File: src/rtl/i2c_txn_pkg.sv
package i2c_txn_pkg;
  typedef enum logic [2:0] {
    ST_IDLE, ST_START, ST_XFER, ST_WAIT_WR, ST_STOP_A, ST_STOP_B, ST_STOP_C
  } txn_state_e;

  typedef enum logic [1:0] {K_ADDR, K_WR, K_RD} byte_kind_e;
endpackage

File: src/rtl/i2c_line_sync.sv
module i2c_line_sync #(
  parameter int W      = 2,
  parameter int STAGES = 2
) (
  input  logic         clk_i,
  input  logic         rst_ni,
  input  logic [W-1:0] d_i,
  output logic [W-1:0] q_o
);
  logic [STAGES-1:0][W-1:0] chain_q;

  if (STAGES == 1) begin : g_single
    always_ff @(posedge clk_i or negedge rst_ni)
      if (!rst_ni) chain_q <= '1;
      else         chain_q <= d_i;
  end else begin : g_chain
    always_ff @(posedge clk_i or negedge rst_ni)
      if (!rst_ni) chain_q <= '1;
      else         chain_q <= {chain_q[STAGES-2:0], d_i};
  end

  assign q_o = chain_q[STAGES-1];
endmodule

File: src/rtl/i2c_bus_watch.sv
module i2c_bus_watch #(
  parameter int SYNC_STAGES = 2
) (
  input  logic clk_i,
  input  logic rst_ni,
  input  logic scl_i,
  input  logic sda_i,
  input  logic own_i,
  output logic sda_s_o,
  output logic busy_o
);
  logic [1:0] lines_s;
  logic       scl_q, sda_q, busy_q;
  logic       start_det, stop_det;

  i2c_line_sync #(.W(2), .STAGES(SYNC_STAGES)) u_sync (
    .clk_i (clk_i),
    .rst_ni(rst_ni),
    .d_i   ({scl_i, sda_i}),
    .q_o   (lines_s)
  );

  assign start_det = scl_q && lines_s[1] && sda_q && !lines_s[0];
  assign stop_det  = scl_q && lines_s[1] && !sda_q && lines_s[0];

  always_ff @(posedge clk_i or negedge rst_ni) begin
    if (!rst_ni) begin
      scl_q  <= 1'b1;
      sda_q  <= 1'b1;
      busy_q <= 1'b0;
    end else begin
      scl_q <= lines_s[1];
      sda_q <= lines_s[0];
      if (stop_det)                busy_q <= 1'b0;
      else if (start_det && !own_i) busy_q <= 1'b1;
    end
  end

  assign sda_s_o = lines_s[0];
  assign busy_o  = busy_q;

  // a stop always frees the bus on the next cycle
  p_stop_frees_r9: assert property (@(posedge clk_i) disable iff (!rst_ni)
    stop_det |=> !busy_o);
endmodule

File: src/rtl/i2c_txn_fsm.sv
module i2c_txn_fsm
  import i2c_txn_pkg::*;
#(
  parameter int ADDR_W = 7,
  parameter int SIZE_W = 3,
  parameter int BYTE_W = 8
) (
  input  logic              clk_i,
  input  logic              rst_ni,
  input  logic              tick_i,
  input  logic              start_i,
  input  logic              rnw_i,
  input  logic [ADDR_W-1:0] addr_i,
  input  logic [SIZE_W-1:0] size_i,
  input  logic [BYTE_W-1:0] data_i,
  input  logic              data_valid_i,
  input  logic              sda_s_i,
  input  logic              bus_busy_i,
  output logic              ready_o,
  output logic              active_o,
  output logic              data_req_o,
  output logic              data_avail_o,
  output logic [BYTE_W-1:0] data_o,
  output logic              scl_t_o,
  output logic              sda_t_o
);
  localparam int BIT_W = $clog2(BYTE_W + 1);
  localparam logic [BIT_W-1:0] ACK_SLOT  = BIT_W'(BYTE_W);
  localparam logic [BIT_W-1:0] LAST_DATA = BIT_W'(BYTE_W - 1);

  txn_state_e        state_q;
  byte_kind_e        kind_q;
  logic              phase_q, rnw_q, scl_t_q, sda_t_q, avail_q;
  logic [BIT_W-1:0]  bit_q;
  logic [BYTE_W-1:0] shreg_q, data_q;
  logic [SIZE_W-1:0] remain_q;
  logic              sda_drive;

  // value placed on SDA in the low half of the current bit
  always_comb begin
    if (bit_q == ACK_SLOT) sda_drive = (kind_q == K_RD) ? (remain_q == SIZE_W'(1)) : 1'b1;
    else                   sda_drive = (kind_q == K_RD) ? 1'b1 : shreg_q[BYTE_W-1];
  end

  always_ff @(posedge clk_i or negedge rst_ni) begin
    if (!rst_ni) begin
      state_q  <= ST_IDLE;
      kind_q   <= K_ADDR;
      phase_q  <= 1'b0;
      rnw_q    <= 1'b0;
      bit_q    <= '0;
      shreg_q  <= '0;
      remain_q <= '0;
      scl_t_q  <= 1'b1;
      sda_t_q  <= 1'b1;
      data_q   <= '0;
      avail_q  <= 1'b0;
    end else begin
      avail_q <= 1'b0;
      unique case (state_q)
        ST_IDLE: if (start_i && !bus_busy_i) begin
          shreg_q  <= {addr_i, rnw_i};
          rnw_q    <= rnw_i;
          remain_q <= size_i;
          state_q  <= ST_START;
        end
        ST_START: if (tick_i) begin
          sda_t_q <= 1'b0;
          state_q <= ST_XFER;
          kind_q  <= K_ADDR;
          bit_q   <= '0;
          phase_q <= 1'b0;
        end
        ST_WAIT_WR: if (data_valid_i) begin
          shreg_q <= data_i;
          state_q <= ST_XFER;
          kind_q  <= K_WR;
          bit_q   <= '0;
          phase_q <= 1'b0;
        end
        ST_XFER: if (tick_i) begin
          if (!phase_q) begin
            scl_t_q <= 1'b0;
            sda_t_q <= sda_drive;
            phase_q <= 1'b1;
          end else begin
            scl_t_q <= 1'b1;
            phase_q <= 1'b0;
            if (bit_q != ACK_SLOT) begin
              shreg_q <= {shreg_q[BYTE_W-2:0], sda_s_i};
              bit_q   <= bit_q + BIT_W'(1);
              if (kind_q == K_RD && bit_q == LAST_DATA) begin
                data_q  <= {shreg_q[BYTE_W-2:0], sda_s_i};
                avail_q <= 1'b1;
              end
            end else begin
              bit_q <= '0;
              unique case (kind_q)
                K_ADDR: begin
                  if (sda_s_i || remain_q == '0) state_q <= ST_STOP_A;
                  else if (rnw_q)                kind_q  <= K_RD;
                  else                           state_q <= ST_WAIT_WR;
                end
                K_WR: begin
                  remain_q <= remain_q - SIZE_W'(1);
                  if (sda_s_i || remain_q == SIZE_W'(1)) state_q <= ST_STOP_A;
                  else                                   state_q <= ST_WAIT_WR;
                end
                default: begin
                  remain_q <= remain_q - SIZE_W'(1);
                  if (remain_q == SIZE_W'(1)) state_q <= ST_STOP_A;
                end
              endcase
            end
          end
        end
        ST_STOP_A: if (tick_i) begin
          scl_t_q <= 1'b0;
          sda_t_q <= 1'b0;
          state_q <= ST_STOP_B;
        end
        ST_STOP_B: if (tick_i) begin
          scl_t_q <= 1'b1;
          state_q <= ST_STOP_C;
        end
        ST_STOP_C: if (tick_i) begin
          sda_t_q <= 1'b1;
          state_q <= ST_IDLE;
        end
        default: state_q <= ST_IDLE;
      endcase
    end
  end

  assign ready_o      = (state_q == ST_IDLE) && !bus_busy_i;
  assign active_o     = (state_q != ST_IDLE);
  assign data_req_o   = (state_q == ST_WAIT_WR);
  assign data_avail_o = avail_q;
  assign data_o       = data_q;
  assign scl_t_o      = scl_t_q;
  assign sda_t_o      = sda_t_q;

  p_idle_released_r1: assert property (@(posedge clk_i) disable iff (!rst_ni)
    (state_q == ST_IDLE) |-> (scl_t_q && sda_t_q));

  p_start_edge_r2: assert property (@(posedge clk_i) disable iff (!rst_ni)
    (scl_t_q && $past(scl_t_q) && $fell(sda_t_q)) |-> ($past(state_q) == ST_START));

  p_stop_edge_r8: assert property (@(posedge clk_i) disable iff (!rst_ni)
    (scl_t_q && $past(scl_t_q) && $rose(sda_t_q)) |-> ($past(state_q) == ST_STOP_C));

  p_sda_on_tick_r3: assert property (@(posedge clk_i) disable iff (!rst_ni)
    !$stable(sda_t_q) |-> $past(tick_i));

  p_scl_on_tick_r3: assert property (@(posedge clk_i) disable iff (!rst_ni)
    !$stable(scl_t_q) |-> $past(tick_i));

  p_hold_no_valid_r4: assert property (@(posedge clk_i) disable iff (!rst_ni)
    (state_q == ST_WAIT_WR && !data_valid_i) |=> (state_q == ST_WAIT_WR && $stable(scl_t_q)));

  p_avail_pulse_r6: assert property (@(posedge clk_i) disable iff (!rst_ni)
    data_avail_o |=> !data_avail_o);

  p_no_launch_busy_r9: assert property (@(posedge clk_i) disable iff (!rst_ni)
    (state_q == ST_IDLE && bus_busy_i) |=> (state_q == ST_IDLE));
endmodule

File: src/rtl/i2c_txn_master.sv
module i2c_txn_master #(
  parameter int ADDR_W      = 7,
  parameter int SIZE_W      = 3,
  parameter int BYTE_W      = 8,
  parameter int SYNC_STAGES = 2
) (
  input  logic              clk_i,
  input  logic              rst_ni,
  input  logic              tick_i,
  input  logic              start_i,
  input  logic              rnw_i,
  input  logic [ADDR_W-1:0] addr_i,
  input  logic [SIZE_W-1:0] size_i,
  input  logic [BYTE_W-1:0] data_i,
  input  logic              data_valid_i,
  output logic              ready_o,
  output logic              bus_busy_o,
  output logic              data_req_o,
  output logic              data_avail_o,
  output logic [BYTE_W-1:0] data_o,
  input  logic              scl_i,
  output logic              scl_o,
  output logic              scl_t_o,
  input  logic              sda_i,
  output logic              sda_o,
  output logic              sda_t_o
);
  logic sda_s, busy, active;

  i2c_bus_watch #(.SYNC_STAGES(SYNC_STAGES)) u_watch (
    .clk_i  (clk_i),
    .rst_ni (rst_ni),
    .scl_i  (scl_i),
    .sda_i  (sda_i),
    .own_i  (active),
    .sda_s_o(sda_s),
    .busy_o (busy)
  );

  i2c_txn_fsm #(.ADDR_W(ADDR_W), .SIZE_W(SIZE_W), .BYTE_W(BYTE_W)) u_fsm (
    .clk_i       (clk_i),
    .rst_ni      (rst_ni),
    .tick_i      (tick_i),
    .start_i     (start_i),
    .rnw_i       (rnw_i),
    .addr_i      (addr_i),
    .size_i      (size_i),
    .data_i      (data_i),
    .data_valid_i(data_valid_i),
    .sda_s_i     (sda_s),
    .bus_busy_i  (busy),
    .ready_o     (ready_o),
    .active_o    (active),
    .data_req_o  (data_req_o),
    .data_avail_o(data_avail_o),
    .data_o      (data_o),
    .scl_t_o     (scl_t_o),
    .sda_t_o     (sda_t_o)
  );

  assign bus_busy_o = busy;
  assign scl_o      = 1'b0;
  assign sda_o      = 1'b0;
endmodule

File: config.mk
export PLATFORM = sky130hd
export DESIGN_NAME = i2c_txn_master
export DESIGN_NICKNAME = d
export VERILOG_FILES = /design/src/rtl/i2c_txn_pkg.sv /design/src/rtl/i2c_line_sync.sv /design/src/rtl/i2c_bus_watch.sv /design/src/rtl/i2c_txn_fsm.sv /design/src/rtl/i2c_txn_master.sv
export SDC_FILE = /design/constraint.sdc
export NUM_CORES = 1
export LEC_CHECK = 0
export ABC_AREA = 1
export BUFFER_PORTS_ARGS = -buffer_cell sky130_fd_sc_hd__clkbuf_2
export CELL_PAD_IN_SITES_DETAIL_PLACEMENT = 1
export CELL_PAD_IN_SITES_GLOBAL_PLACEMENT = 2
export CORE_MARGIN = 3
export CORE_UTILIZATION = 28
export DETAILED_ROUTE_END_ITERATION = 6
export PLACE_DENSITY_LB_ADDON = 0.1
export SLEW_MARGIN = 15
export SYNTH_ARGS = -nofsm -noshare
export SYNTH_HDL_FRONTEND = slang
export SYNTH_SLANG_ARGS = --single-unit
export TNS_END_PERCENT = 20
File: constraint.sdc
create_clock -name clk_i -period 1.4 [get_ports clk_i]
set_input_delay 0.28 -clock clk_i [delete_from_list [all_inputs] [get_ports clk_i]]
set_output_delay 0.28 -clock clk_i [all_outputs]
set_load 0.005 [all_outputs]
==> metrics.md <==
| Metric | Value |
|---|---|
| First-pass GRT wire length | 12600 microns |
| Layout area overhead | 51.8% |
| Period Utilization, post-route | 1.12 |
| Wire per inst | 14.1 microns |
| Max_cap viols | 0 |
| Final design utilization | 0.446 |
| DR iter-0 viols | 61 |
| Initial antenna violation count | 0 |
| Area leader, netlist | dfrtp_1 |
| Clock Skews | 0.00569 ns |
| Setup ws final | -0.171 ns |
| Post-DP Area | 0.00300 sq mm |
| ANT cells | 0 |
| Root buf cell | clkbuf_8 |
| Final instance area | 0.00350 sq mm |
| Final hold viol count | 0 |
| Final setup viols | 24 |
| Fraction of the yosys area taken by sequential cells | 0.439 |
| GPL Wtd Cong | 0.810 |
| Status | finished, violations left |
| Layout cells sized above 1 | 0.409 |
| Avg Inst Size Synth | 7.36 sq um |
| Netlist Area Pre-Place | 0.00230 sq mm |
| Clk_lat worst skew | 0.29 ns |
| F_max | 636 MHz |
| Nets@finish | 446 |
| CTS tree | done |
| HPWL after detailed placement | 5620 microns |
| Worst hold path type | in2reg |
| Ys Warns | 0 |
| IO Pins | 42 |
| DRT Pass-1 Iters | 4 |
| Crit path kind | reg2out |
| Min Tclk post-route | 1.57 ns |
| Cell variety after synth | 31 |
| GRT Overall Usage | 0.163 |
| Cells after Synth | 313 |
| Main area contributors after synthesis | dfrtp_1 (35%), nand2_1 (20%), nand3_1 (9.8%), dfstp_2 (9.1%), inv_1 (3.9%) |
| Power per Cell Area | 2060 mW/mm^2 |
| Main synth FF type | dfrtp_1 |
| Largest net degree at the start of global routing | 26 |
| Via count | 2344 |
| Fill cell count | 997 |
| Starting Density | 0.294 |
| Final ANT Viol Nets | 0 |
| Worst-path fanout max | 4 |
| Clock slew at reported path FFs | 0.09 ns |
| Violated checks | negative setup slack |
| Critical Path End Type | output pin |
| Drt drc | 0 |
| EDFF count, synth | 0 |
| Vias per cell | 4.53 |
| Yosys reg bits | 40 |
| Leakage power | 1.84 nW |
| CP arrival | 1.29 ns |
| Total gr overflow | 0 |
| Die width | 96.7 microns |
| Number of global-route vias before repair | 2592 |
| Die Ht | 96.7 microns |
| Crit path required time | 1.12 ns |
| Core area | 0.00785 sq mm |
| CP startpoint kind | flip-flop |
| Top cell type's share of synthesized area | 0.347 |
| Final Max Tran Viols | 0 |
| RSZ-0062 raised after global routing | yes |
| Htree depth | 2 |
| FFs w/ async S/R, synth | 1.00 |
| Num CTS Buffers | 5 |
| Die area | 0.00936 sq mm |
| Drt total wl | 7290 microns |
| Clock Sink Count | 40 |
| Worst vdd ir | 0.994 mV |
| Port bufs | 39 |
| Total power | 0.00719 W |
| FP Rows | 32 |
| Clk buf depth | 2 |
-- registers in the layout, summed over array words and instances, names as in the netlist --
name                    cells
u_fsm.data_o                8
u_fsm.shreg_q               8
u_fsm.bit_q                 4
u_fsm.remain_q              3
u_fsm.state_q               3
u_fsm.kind_q                2
u_watch.u_sync.chain_q      2
u_watch.u_sync.q_o          2
u_fsm.data_avail_o          1
u_fsm.phase_q               1
u_fsm.rnw_q                 1
u_fsm.scl_t_o               1
u_fsm.sda_t_o               1
u_watch.busy_o              1
u_watch.scl_q               1
u_watch.sda_q               1
-- metrics by stage --
stage / std cells / hold slack [ns] / setup slack (ns) / TNS [ns]
after CTS: 517 / 0.0591 / -0.154 / -1.21
final: 518 / 0.0613 / -0.171 / -2.42
after detailed placement: 498 / 0.259 / -0.156 / -3.32
after global routing: 518 / 0.0483 / -0.271 / -5.88
after global placement: 498 / 0.259 / -0.130 / -2.47
after floorplan: 314 / -0.0156 / 0.0204 / 0
-- layer usage --
metal	up-vias	wire [microns]	GRT usage
met5	-	0	0
met1	1119	3630	0.233
met4	0	38	0.0227
met2	27	3460	0.264
li1	1194	-	-
met3	4	160	0.0274
-- layout by cell type, fill, tap and decap left out, drive strengths merged --
cell type,count
buf,63
ha,5
o21ai,13
dfstp,8
dlygate4sd3,1
xor2,1
clkinvlp,1
inv,29
clkinv,1
nor2,26
dfrtp,32
nor4,1
or2,1
bufinv,1
nor3,4
nand2,126
o211ai,1
conb,2
o22ai,1
clkbuf,44
nand3,46
a31oi,1
a21oi,7
nand3b,1
-- power by group --
group          switching (W)  internal (W)  total (W)
registers           0.000321       0.00149    0.00181
logic                0.00228       0.00210    0.00438
clock network       0.000460      0.000538   0.000997
total                0.00306       0.00413    0.00719
-- final timing paths --
path | from | endpoint | slack, ns | depth (start not counted)
min reg2reg | u_watch.u_sync.chain_q[0] | u_watch.u_sync.q_o[0] | 0.36 | 0
min in group asynchronous | rst_ni | u_fsm.remain_q[1] | 0.45 | 2
max in group asynchronous | rst_ni | u_fsm.shreg_q[3] | 0.45 | 3
min | scl_i | u_watch.u_sync.chain_q[1] | 0.06 | 1
max | u_fsm.state_q[0] | ready_o | -0.17 | 6
max reg2reg | u_fsm.state_q[0] | u_fsm.shreg_q[3] | -0.13 | 11
-- cell type report --
class | count | area (sq um) | area share
multi-input combinational | 236 | 1330 | 0.379
sequential | 40 | 1010 | 0.290
timing repair buffer | 103 | 786 | 0.225
inverter | 29 | 131 | 0.0375
tap | 102 | 128 | 0.0365
clock buffer | 5 | 68.8 | 0.0197
clock inverter | 3 | 46.3 | 0.0132
-- synth_stat cells, types with 3 or more instances --
cell	instances
nand2_1	123
nand3_1	45
dfrtp_1	32
inv_1	24
nor2_1	22
o21ai_0	12
dfstp_2	8
a21oi_1	6
buf_4	5
ha_1	5
inv_2	4
nand2_4	3
nor3_1	3
-- critical path, stage by stage (launching register included) --
cell,delay (ns)
dfrtp_1,0.39
buf_6,0.13
nor2_4,0.12
buf_6,0.12
nand2_4,0.05
nor2_4,0.08
clkbuf_2,0.12
-- kinds of logic (layout without fill, tap and decap cells) --
| family | after synthesis | in the layout | synth area share |
|---|---|---|---|
| simple gates | 205 | 205 | 0.394 |
| flops | 40 | 40 | 0.439 |
| buf+inv | 38 | 140 | 0.0782 |
| compound gates | 23 | 23 | 0.0570 |
| fa+ha+maj | 5 | 5 | 0.0271 |
| other cells | 1 | 2 | 0.00163 |
| xor+xnor | 1 | 1 | 0.00380 |
-- what timing repair did --
item	CTS	global route
hold endpoints to repair	7	0
gates resized for setup	56	17
buffers inserted	9	1
pin swaps	11	4
setup endpoints to repair	35	34
hold buffers	1	0
cloned	1	0
Power figures use the tool's default switching activity.
